<file path="config.mk">
export PLATFORM = sky130hd
export DESIGN_NAME = vscale_phase_ctrl
export DESIGN_NICKNAME = d
export VERILOG_FILES = /design/src/rtl/vsp_pkg.sv /design/src/rtl/vsp_cfg_regs.sv /design/src/rtl/vsp_ratio_div.sv /design/src/rtl/vsp_phase_acc.sv /design/src/rtl/vscale_phase_ctrl.sv
export SDC_FILE = /design/constraint.sdc
export NUM_CORES = 1
export LEC_CHECK = 0
export CORE_MARGIN = 2
export CORE_UTILIZATION = 54
export DETAILED_ROUTE_END_ITERATION = 6
export MAX_ROUTING_LAYER = met4
export PLACE_DENSITY = 0.76
export SLEW_MARGIN = 40
export SYNTH_ARGS = -nofsm -noshare
export SYNTH_HDL_FRONTEND = slang
export SYNTH_SLANG_ARGS = --single-unit
</file>
<file path="constraint.sdc">
create_clock -name clk -period 2.4 [get_ports clk]
set_input_delay 0.6 -clock clk [delete_from_list [all_inputs] [get_ports clk]]
set_output_delay 0.6 -clock clk [all_outputs]
set_load 0.02 [all_outputs]
</file>
<file path="src/rtl/vsp_pkg.sv">
package vsp_pkg;

   localparam int unsigned NCOMP = 2;   // luma, chroma
   localparam int unsigned NSLOT = 4;   // offset slots per component
   localparam logic [2:0] CA_INCR = 3'd4;

   // Width of the accumulator sum: larger of increment and scaled offset, plus carry.
   function automatic int unsigned sum_width(input int unsigned inc_w, input int unsigned ofs_w,
                                             input int unsigned ofs_frac, input int unsigned frac_w);
      int unsigned ofs_sc;
      ofs_sc = ofs_w - ofs_frac + frac_w;
      return ((inc_w > ofs_sc) ? inc_w : ofs_sc) + 1;
   endfunction

   function automatic int unsigned adv_width(input int unsigned inc_w, input int unsigned ofs_w,
                                             input int unsigned ofs_frac, input int unsigned frac_w);
      return sum_width(inc_w, ofs_w, ofs_frac, frac_w) - frac_w;
   endfunction

endpackage

</file>
<file path="src/rtl/vsp_cfg_regs.sv">
module vsp_cfg_regs
   import vsp_pkg::*;
#(
   parameter int unsigned INC_W  = 16,
   parameter int unsigned OFS_W  = 8,
   parameter int unsigned FRAC_W = 10,
   parameter int unsigned DATA_W = 16
) (
   input  logic              clk,
   input  logic              rst_n,
   input  logic              wr_en,
   input  logic [2:0]        wr_addr,
   input  logic [DATA_W-1:0] wr_data,
   input  logic              calc_wr,
   input  logic [INC_W-1:0]  calc_val,
   input  logic [1:0]        rd_sel,
   output logic [INC_W-1:0]  incr,
   output logic [OFS_W-1:0]  ofs_sel
);

   localparam logic [INC_W-1:0] UNITY = INC_W'(1) << FRAC_W;

   if (DATA_W < INC_W) begin : g_chk_inc
      $error("vsp_cfg_regs: DATA_W narrower than increment");
   end
   if (DATA_W < OFS_W) begin : g_chk_ofs
      $error("vsp_cfg_regs: DATA_W narrower than offset");
   end

   logic [NSLOT-1:0] slot_we;
   logic [OFS_W-1:0] ofs_q [NSLOT];
   logic             incr_we;

   for (genvar g = 0; g < NSLOT; g++) begin : g_slot
      assign slot_we[g] = wr_en && (wr_addr == 3'(g));
      always_ff @(posedge clk or negedge rst_n) begin
         if (!rst_n)          ofs_q[g] <= '0;
         else if (slot_we[g]) ofs_q[g] <= wr_data[OFS_W-1:0];
      end
   end

   assign incr_we = wr_en && (wr_addr == CA_INCR);

   // Direct write wins over a divider completion in the same cycle.
   always_ff @(posedge clk or negedge rst_n) begin
      if (!rst_n)       incr <= UNITY;
      else if (incr_we) incr <= wr_data[INC_W-1:0];
      else if (calc_wr) incr <= calc_val;
   end

   assign ofs_sel = ofs_q[rd_sel];

   // unmapped addresses and idle cycles leave the increment untouched
   p_incr_hold_r9: assert property (@(posedge clk) disable iff (!rst_n)
      (!incr_we && !calc_wr) |=> $stable(incr));

   // with no slot write and a steady select, the selected offset holds
   p_ofs_hold_r9: assert property (@(posedge clk) disable iff (!rst_n)
      (slot_we == '0) |=> ((ofs_sel == $past(ofs_sel)) || (rd_sel != $past(rd_sel))));

endmodule

</file>
<file path="src/rtl/vsp_ratio_div.sv">
module vsp_ratio_div #(
   parameter int unsigned LW     = 11,
   parameter int unsigned FRAC_W = 10,
   parameter int unsigned INC_W  = 16
) (
   input  logic             clk,
   input  logic             rst_n,
   input  logic             go,
   input  logic [LW-1:0]    nin,
   input  logic [LW-1:0]    nout,
   output logic             busy,
   output logic             done,
   output logic [INC_W-1:0] result
);

   localparam int unsigned STEPS = LW + FRAC_W;
   localparam int unsigned CW    = $clog2(STEPS + 1);

   if (STEPS < 2) begin : g_chk_steps
      $error("vsp_ratio_div: too few quotient bits");
   end

   logic [CW-1:0]    cnt;
   logic [LW-1:0]    rem;
   logic [STEPS-1:0] dvd;
   logic [STEPS-1:0] quo;
   logic [LW-1:0]    dvs;
   logic [LW-1:0]    nin_q;

   logic [LW:0]      rem_sh;
   logic             ge;
   logic [LW-1:0]    rem_nx;
   logic [STEPS-1:0] quo_nx;
   logic             over;

   assign busy = (cnt != '0);
   assign done = (cnt == CW'(1));

   // One restoring-division step per cycle.
   always_comb begin
      rem_sh = {rem, dvd[STEPS-1]};
      ge     = (rem_sh >= {1'b0, dvs});
      rem_nx = ge ? (rem_sh[LW-1:0] - dvs) : rem_sh[LW-1:0];
      quo_nx = {quo[STEPS-2:0], ge};
   end

   if (STEPS > INC_W) begin : g_sat
      assign over   = |quo_nx[STEPS-1:INC_W];
      assign result = over ? {INC_W{1'b1}} : quo_nx[INC_W-1:0];
   end else begin : g_ext
      assign over   = 1'b0;
      assign result = INC_W'(quo_nx);
   end

   always_ff @(posedge clk or negedge rst_n) begin
      if (!rst_n) begin
         cnt   <= '0;
         rem   <= '0;
         dvd   <= '0;
         quo   <= '0;
         dvs   <= '0;
         nin_q <= '0;
      end else if (go && !busy) begin
         cnt   <= CW'(STEPS);
         rem   <= '0;
         dvd   <= {nin, {FRAC_W{1'b0}}};
         quo   <= '0;
         dvs   <= nout;
         nin_q <= nin;
      end else if (busy) begin
         cnt <= cnt - CW'(1);
         rem <= rem_nx;
         dvd <= {dvd[STEPS-2:0], 1'b0};
         quo <= quo_nx;
      end
   end

   // an unsaturated result is the exact floor quotient of the latched operands
   p_div_exact_r10: assert property (@(posedge clk) disable iff (!rst_n)
      (done && (dvs != '0) && !over) |->
         ((64'(result) * 64'(dvs) <= 64'({nin_q, {FRAC_W{1'b0}}})) &&
          (64'({nin_q, {FRAC_W{1'b0}}}) < 64'(result) * 64'(dvs) + 64'(dvs))));

   // a zero divisor saturates
   p_div_zero_r11: assert property (@(posedge clk) disable iff (!rst_n)
      (done && (dvs == '0)) |-> (&result));

   // a run that starts lasts the full step count, so one cycle later it is still busy
   p_div_busy_r10: assert property (@(posedge clk) disable iff (!rst_n)
      (go && !busy) |=> (busy && !done));

endmodule

</file>
<file path="src/rtl/vsp_phase_acc.sv">
module vsp_phase_acc
   import vsp_pkg::*;
#(
   parameter int unsigned INC_W    = 16,
   parameter int unsigned FRAC_W   = 10,
   parameter int unsigned OFS_W    = 8,
   parameter int unsigned OFS_FRAC = 5,
   parameter int unsigned PH_W     = 6
) (
   input  logic                                               clk,
   input  logic                                               rst_n,
   input  logic                                               fld_start,
   input  logic                                               step,
   input  logic [INC_W-1:0]                                   incr_in,
   input  logic [OFS_W-1:0]                                   ofs_in,
   output logic [adv_width(INC_W, OFS_W, OFS_FRAC, FRAC_W)-1:0] adv,
   output logic [PH_W-1:0]                                    phase
);

   localparam int unsigned SUM_W  = sum_width(INC_W, OFS_W, OFS_FRAC, FRAC_W);
   localparam int unsigned ADV_W  = SUM_W - FRAC_W;
   localparam int unsigned OSC_W  = OFS_W - OFS_FRAC + FRAC_W;
   localparam logic [INC_W-1:0] UNITY = INC_W'(1) << FRAC_W;

   if (PH_W > FRAC_W) begin : g_chk_ph
      $error("vsp_phase_acc: phase wider than fraction");
   end
   if (OFS_FRAC > FRAC_W) begin : g_chk_of
      $error("vsp_phase_acc: offset fraction wider than accumulator fraction");
   end
   if (INC_W <= FRAC_W) begin : g_chk_un
      $error("vsp_phase_acc: unity increment not representable");
   end

   logic [FRAC_W-1:0] frac_q;
   logic [SUM_W-1:0]  addend_q;
   logic [INC_W-1:0]  incr_lat;
   logic              first_q;
   logic [OSC_W-1:0]  ofs_scaled;
   logic [SUM_W-1:0]  sum;

   // Offset fraction left-aligned into the accumulator fraction.
   if (FRAC_W > OFS_FRAC) begin : g_ofs_pad
      assign ofs_scaled = {ofs_in, {(FRAC_W - OFS_FRAC){1'b0}}};
   end else begin : g_ofs_flat
      assign ofs_scaled = ofs_in;
   end

   assign sum = SUM_W'(frac_q) + addend_q;

   always_ff @(posedge clk or negedge rst_n) begin
      if (!rst_n) begin
         frac_q   <= '0;
         addend_q <= '0;
         incr_lat <= UNITY;
         first_q  <= 1'b1;
         adv      <= '0;
         phase    <= '0;
      end else if (fld_start) begin
         frac_q   <= '0;
         addend_q <= SUM_W'(ofs_scaled);
         incr_lat <= incr_in;
         first_q  <= 1'b1;
      end else if (step) begin
         frac_q   <= sum[FRAC_W-1:0];
         addend_q <= SUM_W'(incr_lat);
         first_q  <= 1'b0;
         adv      <= sum[SUM_W-1:FRAC_W];
         phase    <= sum[FRAC_W-1 -: PH_W];
      end
   end

   // at unity scale every line after the first advances by exactly one
   p_unity_adv_r4: assert property (@(posedge clk) disable iff (!rst_n)
      (step && !fld_start && !first_q && (incr_lat == UNITY)) |=> (adv == ADV_W'(1)));

   // when zooming no line after the first skips an input line
   p_zoom_adv_r4: assert property (@(posedge clk) disable iff (!rst_n)
      (step && !fld_start && !first_q && (incr_lat < UNITY)) |=> (adv <= ADV_W'(1)));

   // the captured increment holds for the whole field
   p_incr_frozen_r7: assert property (@(posedge clk) disable iff (!rst_n)
      !fld_start |=> $stable(incr_lat));

endmodule

</file>
<file path="src/rtl/vscale_phase_ctrl.sv">
module vscale_phase_ctrl
   import vsp_pkg::*;
#(
   parameter int unsigned INC_W    = 16,
   parameter int unsigned FRAC_W   = 10,
   parameter int unsigned PH_W     = 6,
   parameter int unsigned OFS_W    = 8,
   parameter int unsigned OFS_FRAC = 5,
   parameter int unsigned LW       = 11,
   parameter int unsigned DATA_W   = 16
) (
   input  logic                                                clk,
   input  logic                                                rst_n,
   input  logic                                                cfg_we,
   input  logic                                                cfg_comp,
   input  logic [2:0]                                          cfg_addr,
   input  logic [DATA_W-1:0]                                   cfg_wdata,
   input  logic                                                calc_go,
   input  logic                                                calc_comp,
   input  logic [LW-1:0]                                       calc_lines_in,
   input  logic [LW-1:0]                                       calc_lines_out,
   output logic                                                calc_busy,
   input  logic                                                field_start,
   input  logic                                                field_id,
   input  logic                                                task_toggle,
   input  logic                                                line_req,
   output logic                                                line_valid,
   output logic [adv_width(INC_W, OFS_W, OFS_FRAC, FRAC_W)-1:0] y_advance,
   output logic [PH_W-1:0]                                     y_phase,
   output logic [adv_width(INC_W, OFS_W, OFS_FRAC, FRAC_W)-1:0] c_advance,
   output logic [PH_W-1:0]                                     c_phase
);

   localparam int unsigned ADV_W = adv_width(INC_W, OFS_W, OFS_FRAC, FRAC_W);

   if (NCOMP != 2) begin : g_chk_comp
      $error("vscale_phase_ctrl: exactly two components expected");
   end

   logic             div_done;
   logic [INC_W-1:0] div_result;
   logic             calc_tgt_q;
   logic [1:0]       slot_idx;

   logic [ADV_W-1:0] adv_a [NCOMP];
   logic [PH_W-1:0]  ph_a  [NCOMP];

   assign slot_idx = {field_id, task_toggle};

   vsp_ratio_div #(
      .LW     (LW),
      .FRAC_W (FRAC_W),
      .INC_W  (INC_W)
   ) u_div (
      .clk    (clk),
      .rst_n  (rst_n),
      .go     (calc_go),
      .nin    (calc_lines_in),
      .nout   (calc_lines_out),
      .busy   (calc_busy),
      .done   (div_done),
      .result (div_result)
   );

   always_ff @(posedge clk or negedge rst_n) begin
      if (!rst_n)                      calc_tgt_q <= 1'b0;
      else if (calc_go && !calc_busy)  calc_tgt_q <= calc_comp;
   end

   for (genvar c = 0; c < NCOMP; c++) begin : g_comp
      logic [INC_W-1:0] incr_c;
      logic [OFS_W-1:0] ofs_c;

      vsp_cfg_regs #(
         .INC_W  (INC_W),
         .OFS_W  (OFS_W),
         .FRAC_W (FRAC_W),
         .DATA_W (DATA_W)
      ) u_regs (
         .clk      (clk),
         .rst_n    (rst_n),
         .wr_en    (cfg_we && (cfg_comp == 1'(c))),
         .wr_addr  (cfg_addr),
         .wr_data  (cfg_wdata),
         .calc_wr  (div_done && (calc_tgt_q == 1'(c))),
         .calc_val (div_result),
         .rd_sel   (slot_idx),
         .incr     (incr_c),
         .ofs_sel  (ofs_c)
      );

      vsp_phase_acc #(
         .INC_W    (INC_W),
         .FRAC_W   (FRAC_W),
         .OFS_W    (OFS_W),
         .OFS_FRAC (OFS_FRAC),
         .PH_W     (PH_W)
      ) u_acc (
         .clk       (clk),
         .rst_n     (rst_n),
         .fld_start (field_start),
         .step      (line_req),
         .incr_in   (incr_c),
         .ofs_in    (ofs_c),
         .adv       (adv_a[c]),
         .phase     (ph_a[c])
      );
   end

   always_ff @(posedge clk or negedge rst_n) begin
      if (!rst_n) line_valid <= 1'b0;
      else        line_valid <= line_req && !field_start;
   end

   assign y_advance = adv_a[0];
   assign y_phase   = ph_a[0];
   assign c_advance = adv_a[1];
   assign c_phase   = ph_a[1];

   // valid only one cycle after an accepted line request
   p_valid_after_req_r2: assert property (@(posedge clk) disable iff (!rst_n)
      line_valid |-> $past(line_req && !field_start));

   // a field start never yields a valid in the following cycle
   p_start_drops_line_r8: assert property (@(posedge clk) disable iff (!rst_n)
      field_start |=> !line_valid);

   // outputs change only when a line is delivered
   p_out_hold_r2: assert property (@(posedge clk) disable iff (!rst_n)
      !line_valid |-> ($stable(y_phase) && $stable(c_phase) && $stable(y_advance) && $stable(c_advance)));

endmodule

</file>
==> results.py, run 1 <==
metrics = {
    "status": {
        "status": "finished with violations",
        "violations": "setup timing",
    },
    "detailed_routing": {
        "dr.first_iter.drc_count": 577,
        "first_pass_iters": 5,
        "ant_nets": 0,
        "num_vias": 9003,
        "via_per_inst": 5.63,
        "routed_wl_um": 27900,
        "wl_per_cell_um": 17.4,
        "drc": 0,
    },
    "clock_network": {
        "clk_latency_ns": 0.54,
        "numCtsBuffers": 28,
        "clkTransAtPathRegs_ns": 0.06,
        "clockRootBuffer": "clkbuf_16",
        "cts_tree": "done",
        "clk_path_buf_depth": 3,
        "htreeDepth": 1,
        "cts.sinks": 266,
    },
    "floorplan": {
        "num_io_pins": 79,
        "die-height_um": 158,
        "core_area_um2": 23400,
        "start_util": 0.548,
        "die_x_um": 158,
        "die_area_um2": 25000,
        "fp-row-count": 56,
    },
    "min_path": {
        "hp-class": "input pin to async pin",
    },
    "global_routing": {
        "overflow": 0,
        "grt_pass1_vias": 9225,
        "grt_pass1_wl_um": 46500,
        "grt_max_degree": 99,
        "track_usage": 0.240,
        "grt_antenna_before_repair": 0,
    },
    "timing": {
        "tns_ns": -0.190,
        "min_period_ns": 2.44,
        "finalHoldViolCount": 0,
        "timing.final.crit_share": 1.02,
        "finalSetupViolCount": 11,
        "fin_skew_ns": 0.0101,
        "worst_slew_pin_slew_ns": 0.625,
        "grt_setup_unrepaired": "true",
        "fmax_mhz": 410,
        "setup_ws_ns": -0.0366,
        "hold_ws_ns": 0.0312,
        "max-slew-margin-rel": 0.584,
        "slew_violations": 0,
    },
    "setup_path": {
        "endpoint_kind": "register",
        "critPathTopFamily": "compound AO/OA/AOI/OAI gates",
        "crit_type": "register to register",
        "startpoint_type": "register",
        "cpMaxStageDelayCell": "dfrtp_1",
        "crit_arrival_ns": 2.83,
        "max_stage_delay_ns": 0.37,
        "path_buf_inv": 3,
        "cp.required_ns": 2.80,
        "cp_max_fo": 7,
        "path_cells": "inv_1, ha_2, inv_2, fa_2, a21o_1, a211oi_2, o211ai_1, a311oi_2, buf_4, mux2i_1, a21oi_1",
    },
    "synth": {
        "ys.flop_type": "dfrtp_1",
        "synthTopCellsByArea": "dfrtp_1 51%, mux2_2 8.7%, nand2_1 5.4%, mux2i_1 4.9%, ha_1 3.2%",
        "syn_nets": 1264,
        "synth_edf_count": 0,
        "synth_area_um2": 12800,
        "synth_cell_types": 62,
        "synth-async-reset-ratio": 1.00,
        "synthCells": 1177,
        "ys_seq_elements": 266,
        "yosysSeqAreaShare": 0.520,
        "yosysTopAreaCellShare": 0.511,
        "synth_area_leader_cell": "dfrtp_1",
        "synth-warning-count": 0,
        "syn_area_per_cell_um2": 10.9,
    },
    "finish": {
        "antennaDiodeCount": 0,
        "fin_area_um2": 15200,
        "mostFrequentLayoutCells": "262 x dfrtp_1, 185 x nand2_1, 99 x mux2_2",
        "layout.nets": 1345,
        "layout-drive-gt1-share": 0.185,
        "layout_commonest_cell": "dfrtp_1",
        "area_delta_synth_final_pct": 18.7,
    },
    "pwr": {
        "p_per_area_nw_per_um2": 1170,
        "p_leak_nw": 6.72,
        "p_total_w": 0.0178,
        "vdd_drop_max_mv": 0.842,
    },
    "placed_design": {
        "place_area_um2": 14200,
        "io_buffers": 78,
        "dp_slack_ns": -0.109,
        "hpwl_um": 18700,
        "gp_congestion": 0.890,
    },
    "flow_run": {
        "maxCapViolCount": 0,
    },
}
## repair_timing
item / CTS / global route
gates resized for setup: 4 / 14
hold buffers: 0 / 0
pin swaps: 7 / 8
cloned: 0 / 0
setup endpoints to repair: 13 / 32
buffers inserted: 2 / 3
## final timing paths
check,from,end,slack [ns],depth (start not counted)
min,rst_n,g_comp[1].u_acc.frac_q[1]$_DFFE_PN0P_,0.03,1
max in group asynchronous,rst_n,g_comp[1].u_acc.incr_lat[10]$_DFFE_PN1P_,1.65,2
max,u_div.dvd[20]$_DFFE_PN0P_,u_div.rem[4]$_DFFE_PN0P_,-0.04,11
min reg2reg,g_comp[0].u_acc.phase[1]$_DFFE_PN0P_,g_comp[0].u_acc.phase[1]$_DFFE_PN0P_,0.47,2
min in group clk,g_comp[0].u_acc.phase[1]$_DFFE_PN0P_,g_comp[0].u_acc.phase[1]$_DFFE_PN0P_,0.47,2
max reg2reg,u_div.dvd[20]$_DFFE_PN0P_,u_div.rem[4]$_DFFE_PN0P_,-0.04,11
## registers in the layout, indices dropped and copies added, names as in the netlist
register	flops
calc_tgt_q	1
g_comp.u_acc.addend_q	32
g_comp.u_acc.adv	14
g_comp.u_acc.frac_q	20
g_comp.u_acc.incr_lat	32
g_comp.u_acc.phase	12
g_comp.u_regs.incr	32
g_comp.u_regs.ofs_q	64
line_valid	1
u_div.cnt	5
u_div.dvd	11
u_div.dvs	11
u_div.quo	20
u_div.rem	11
## through the flow
stage	instances	util
after global routing	1598	0.650
final	1598	0.650
after CTS	1595	0.646
after global placement	1542	0.605
after floorplan	1177	-
after detailed placement	1542	0.605
## final cells by class
cell class | count | area (um2)
clock inverters | 7 | 90.1
repair buffers | 119 | 1250
multi-input cells | 814 | 5860
clock buffers | 44 | 852
flip-flops and latches | 266 | 6660
well taps | 319 | 399
inverters | 29 | 109
fillers | 1788 | 8180
## synth_stat cells, types with 3 or more instances
cell       count
fa_1           3
nor2_1        65
nor4_1         3
dfrtp_1      262
nand2_1      186
inv_1         29
a31oi_1        4
mux4_2        16
o21ai_0       73
nor3b_1        5
a21oi_2        4
nor2b_1        5
and3_1         8
o21bai_1       3
o2111ai_1      3
o31ai_1        7
dfstp_2        4
nor2_2         3
o21ai_1       51
a21oi_1       34
mux2_1         9
mux2_2        99
buf_1          9
o31a_1         3
xnor2_1       13
or3_1          7
clkbuf_2       8
nand4_1        3
a21o_1         8
ha_1          33
nor3_1         6
clkbuf_1      40
o21a_1         9
nand2b_1       6
a211oi_1       6
buf_2          9
xor2_1        13
mux2i_1       63
nand3_1       37
## layer usage
metal,vias to the layer above,track usage,routed length (um),part of all wire
met5,-,-,0,0
met4,0,0.0579,514,0.018
met3,42,0.0350,1330,0.048
met2,203,0.400,13600,0.49
met1,4467,0.314,12400,0.44
li1,4291,-,-,-
## where the power goes
group | switching (W) | internal, W | total [W]
combinational | 0.00314 | 0.00302 | 0.00616
sequential | 0.00113 | 0.00614 | 0.00727
clock | 0.00172 | 0.00264 | 0.00436
total | 0.00599 | 0.0118 | 0.0178
## cells by family (layout without fill, tap and decap cells)
family,Yosys count,in the layout,share of synthesized area
compound gates,221,221,0.102
xor+xnor,26,26,0.0178
fa+ha+maj,36,36,0.0369
buf+inv,97,199,0.0315
flops,266,266,0.520
mux,187,187,0.172
simple gates,344,344,0.120
Power figures use the tool's default switching activity.
==> run 2, diff against run 1 <==
CORE_UTILIZATION = 60   (was 54)
PLACE_DENSITY = 0.8   (was 0.76)
clock period = 2.75 ns   (was 2.4 ns; I/O delays follow)
==> run 2 against run 1 <==
The run now ends clean. Clock-buffer cell count fell by 10. Critical path depth is the same. Total power down 10%. Critical endpoint unchanged. First-iteration DRC count fell by 12%. Cell area decreased by 0.86%. Sequential power fell by 13%.
==> results.py, run 2 (synthesis gave the netlist of run 1 again) <==
metrics = {
    "status": {
        "status": "finished, final reports clean",
    },
    "timing": {
        "min_period_ns": 2.62,
        "setup_ws_ns": 0.130,
        "fin_skew_ns": 0.00727,
        "slew_violations": 0,
        "tns_ns": 0,
        "fmax_mhz": 382,
        "worst_slew_pin_slew_ns": 0.651,
        "max-slew-margin-rel": 0.565,
        "timing.final.crit_share": 0.953,
        "finalSetupViolCount": 0,
        "grt_setup_unrepaired": "false",
        "finalHoldViolCount": 0,
    },
    "pwr": {
        "vdd_drop_max_mv": 0.728,
        "p_leak_nw": 6.72,
        "p_per_area_nw_per_um2": 1060,
    },
    "setup_path": {
        "r2r_setup_slack_ns": 0.13,
        "endpoint_kind": "register",
        "cp_max_fo": 6,
        "crit_end": "u_div.rem[4]$_DFFE_PN0P_",
        "worstReg2RegStart": "u_div.dvd[20]$_DFFE_PN0P_",
        "crit_type": "register to register",
        "reg2regPathDepth": 11,
        "crit_arrival_ns": 3.01,
        "cp.required_ns": 3.14,
        "r2r_end": "u_div.rem[4]$_DFFE_PN0P_",
        "startpoint": "u_div.dvd[20]$_DFFE_PN0P_",
        "startpoint_type": "register",
    },
    "global_routing": {
        "overflow": 0,
        "grt_pass1_vias": 9061,
        "grt_pass1_wl_um": 46100,
        "grt_max_degree": 99,
        "track_usage": 0.263,
        "grt_antenna_before_repair": 0,
    },
    "finish": {
        "mostFrequentLayoutCells": "262 x dfrtp_1, 186 x nand2_1, 99 x mux2_2",
        "layout.nets": 1333,
        "layout_commonest_cell": "dfrtp_1",
        "layout-drive-gt1-share": 0.172,
        "antennaDiodeCount": 0,
        "stdcell_count": 1543,
        "top_register": "g_comp.u_regs.ofs_q",
        "area_delta_synth_final_pct": 17.7,
        "largest_register_ff_count": 64,
        "postLayoutCoreUtil": 0.718,
    },
    "floorplan": {
        "die_x_um": 150,
        "die_area_um2": 22500,
        "fp-row-count": 53,
        "start_util": 0.610,
        "num_io_pins": 79,
        "core_area_um2": 21000,
        "die-height_um": 150,
    },
    "clock_network": {
        "cts_tree": "done",
        "clockRootBuffer": "clkbuf_16",
        "clk_path_buf_depth": 3,
        "clkTransAtPathRegs_ns": 0.06,
        "cts.sinks": 266,
        "numCtsBuffers": 28,
        "htreeDepth": 1,
        "clk_latency_ns": 0.54,
        "cts_hold_buffers": 0,
    },
    "detailed_routing": {
        "wl_per_cell_um": 18.1,
        "dr.first_iter.drc_count": 510,
        "first_pass_iters": 5,
        "routed_wl_um": 28000,
        "num_vias": 9122,
        "via_per_inst": 5.91,
        "ant_nets": 0,
        "drc": 0,
    },
    "placed_design": {
        "gp_congestion": 0.890,
        "hpwl_um": 18600,
        "dp_slack_ns": 0.103,
        "io_buffers": 78,
        "placed_cells": 1489,
    },
    "min_path": {
        "hp-class": "input pin to async pin",
    },
    "flow_run": {
        "maxCapViolCount": 0,
    },
}
## run 2: how the worst min path moves through the flow
| stage | from | to | slack (ns) | depth (start not counted) |
|---|---|---|---|---|
| after floorplan | rst_n | calc_tgt_q$_DFFE_PN0P_ | 0.39 | 0 |
| after global placement | g_comp[1].u_acc.phase[1]$_DFFE_PN0P_ | g_comp[1].u_acc.phase[1]$_DFFE_PN0P_ | 0.46 | 2 |
| after detailed placement | g_comp[1].u_acc.phase[4]$_DFFE_PN0P_ | g_comp[1].u_acc.phase[4]$_DFFE_PN0P_ | 0.46 | 2 |
| after CTS | rst_n | g_comp[1].u_acc.frac_q[4]$_DFFE_PN0P_ | 0.14 | 1 |
| after global routing | rst_n | g_comp[1].u_acc.frac_q[4]$_DFFE_PN0P_ | 0.16 | 1 |
| final | rst_n | g_comp[1].u_acc.frac_q[4]$_DFFE_PN0P_ | 0.11 | 1 |
## run 2: critical path, stage by stage (launching register included)
cell,delay [ns]
dfrtp_1,0.41
inv_1,0.07
ha_1,0.16
inv_1,0.05
fa_1,0.40
a21o_1,0.22
a211oi_2,0.23
o211ai_1,0.13
a311oi_2,0.31
buf_4,0.22
mux2i_1,0.19
a21oi_1,0.08
## run 2: cell type report
cell class                 count  area (um2)
tap                          275         344
clock inverter                18         329
fill                        1445        5930
multi-input combinational    814        5770
timing repair buffer         107        1090
sequential                   266        6660
inverter                      29         109
clock buffer                  34         785
## run 2: repair_timing
action / CTS / global route
endpoints found under the setup margin: 1 / 5
buffers inserted: 0 / 2
gates cloned: 0 / 0
pin swaps: 0 / 1
gates resized for setup: 1 / 1
## run 2: power by group
part,total [W],internal [W],switching (W)
Clock,0.00447,0.00288,0.00159
Combinational,0.00513,0.00248,0.00265
Sequential,0.00635,0.00536,0.000985
Total,0.0159,0.0107,0.00523
## run 2: metal layers
metal | up-vias | GRT usage | routed length, um
met5 | - | - | 0
met4 | 0 | 0.0722 | 802
met3 | 58 | 0.0318 | 1290
met2 | 272 | 0.417 | 13300
met1 | 4522 | 0.365 | 12600
li1 | 4270 | - | -
## run 2: metrics by stage
stage               total power, W  cell area (um2)  hold WS [ns]
floorplan                  0.00990            12800         0.392
global placement            0.0111            13900         0.457
detailed placement          0.0114            14000         0.463
CTS                         0.0159            15100         0.138
global route                0.0169            15100         0.162
finish                      0.0159            15100         0.110
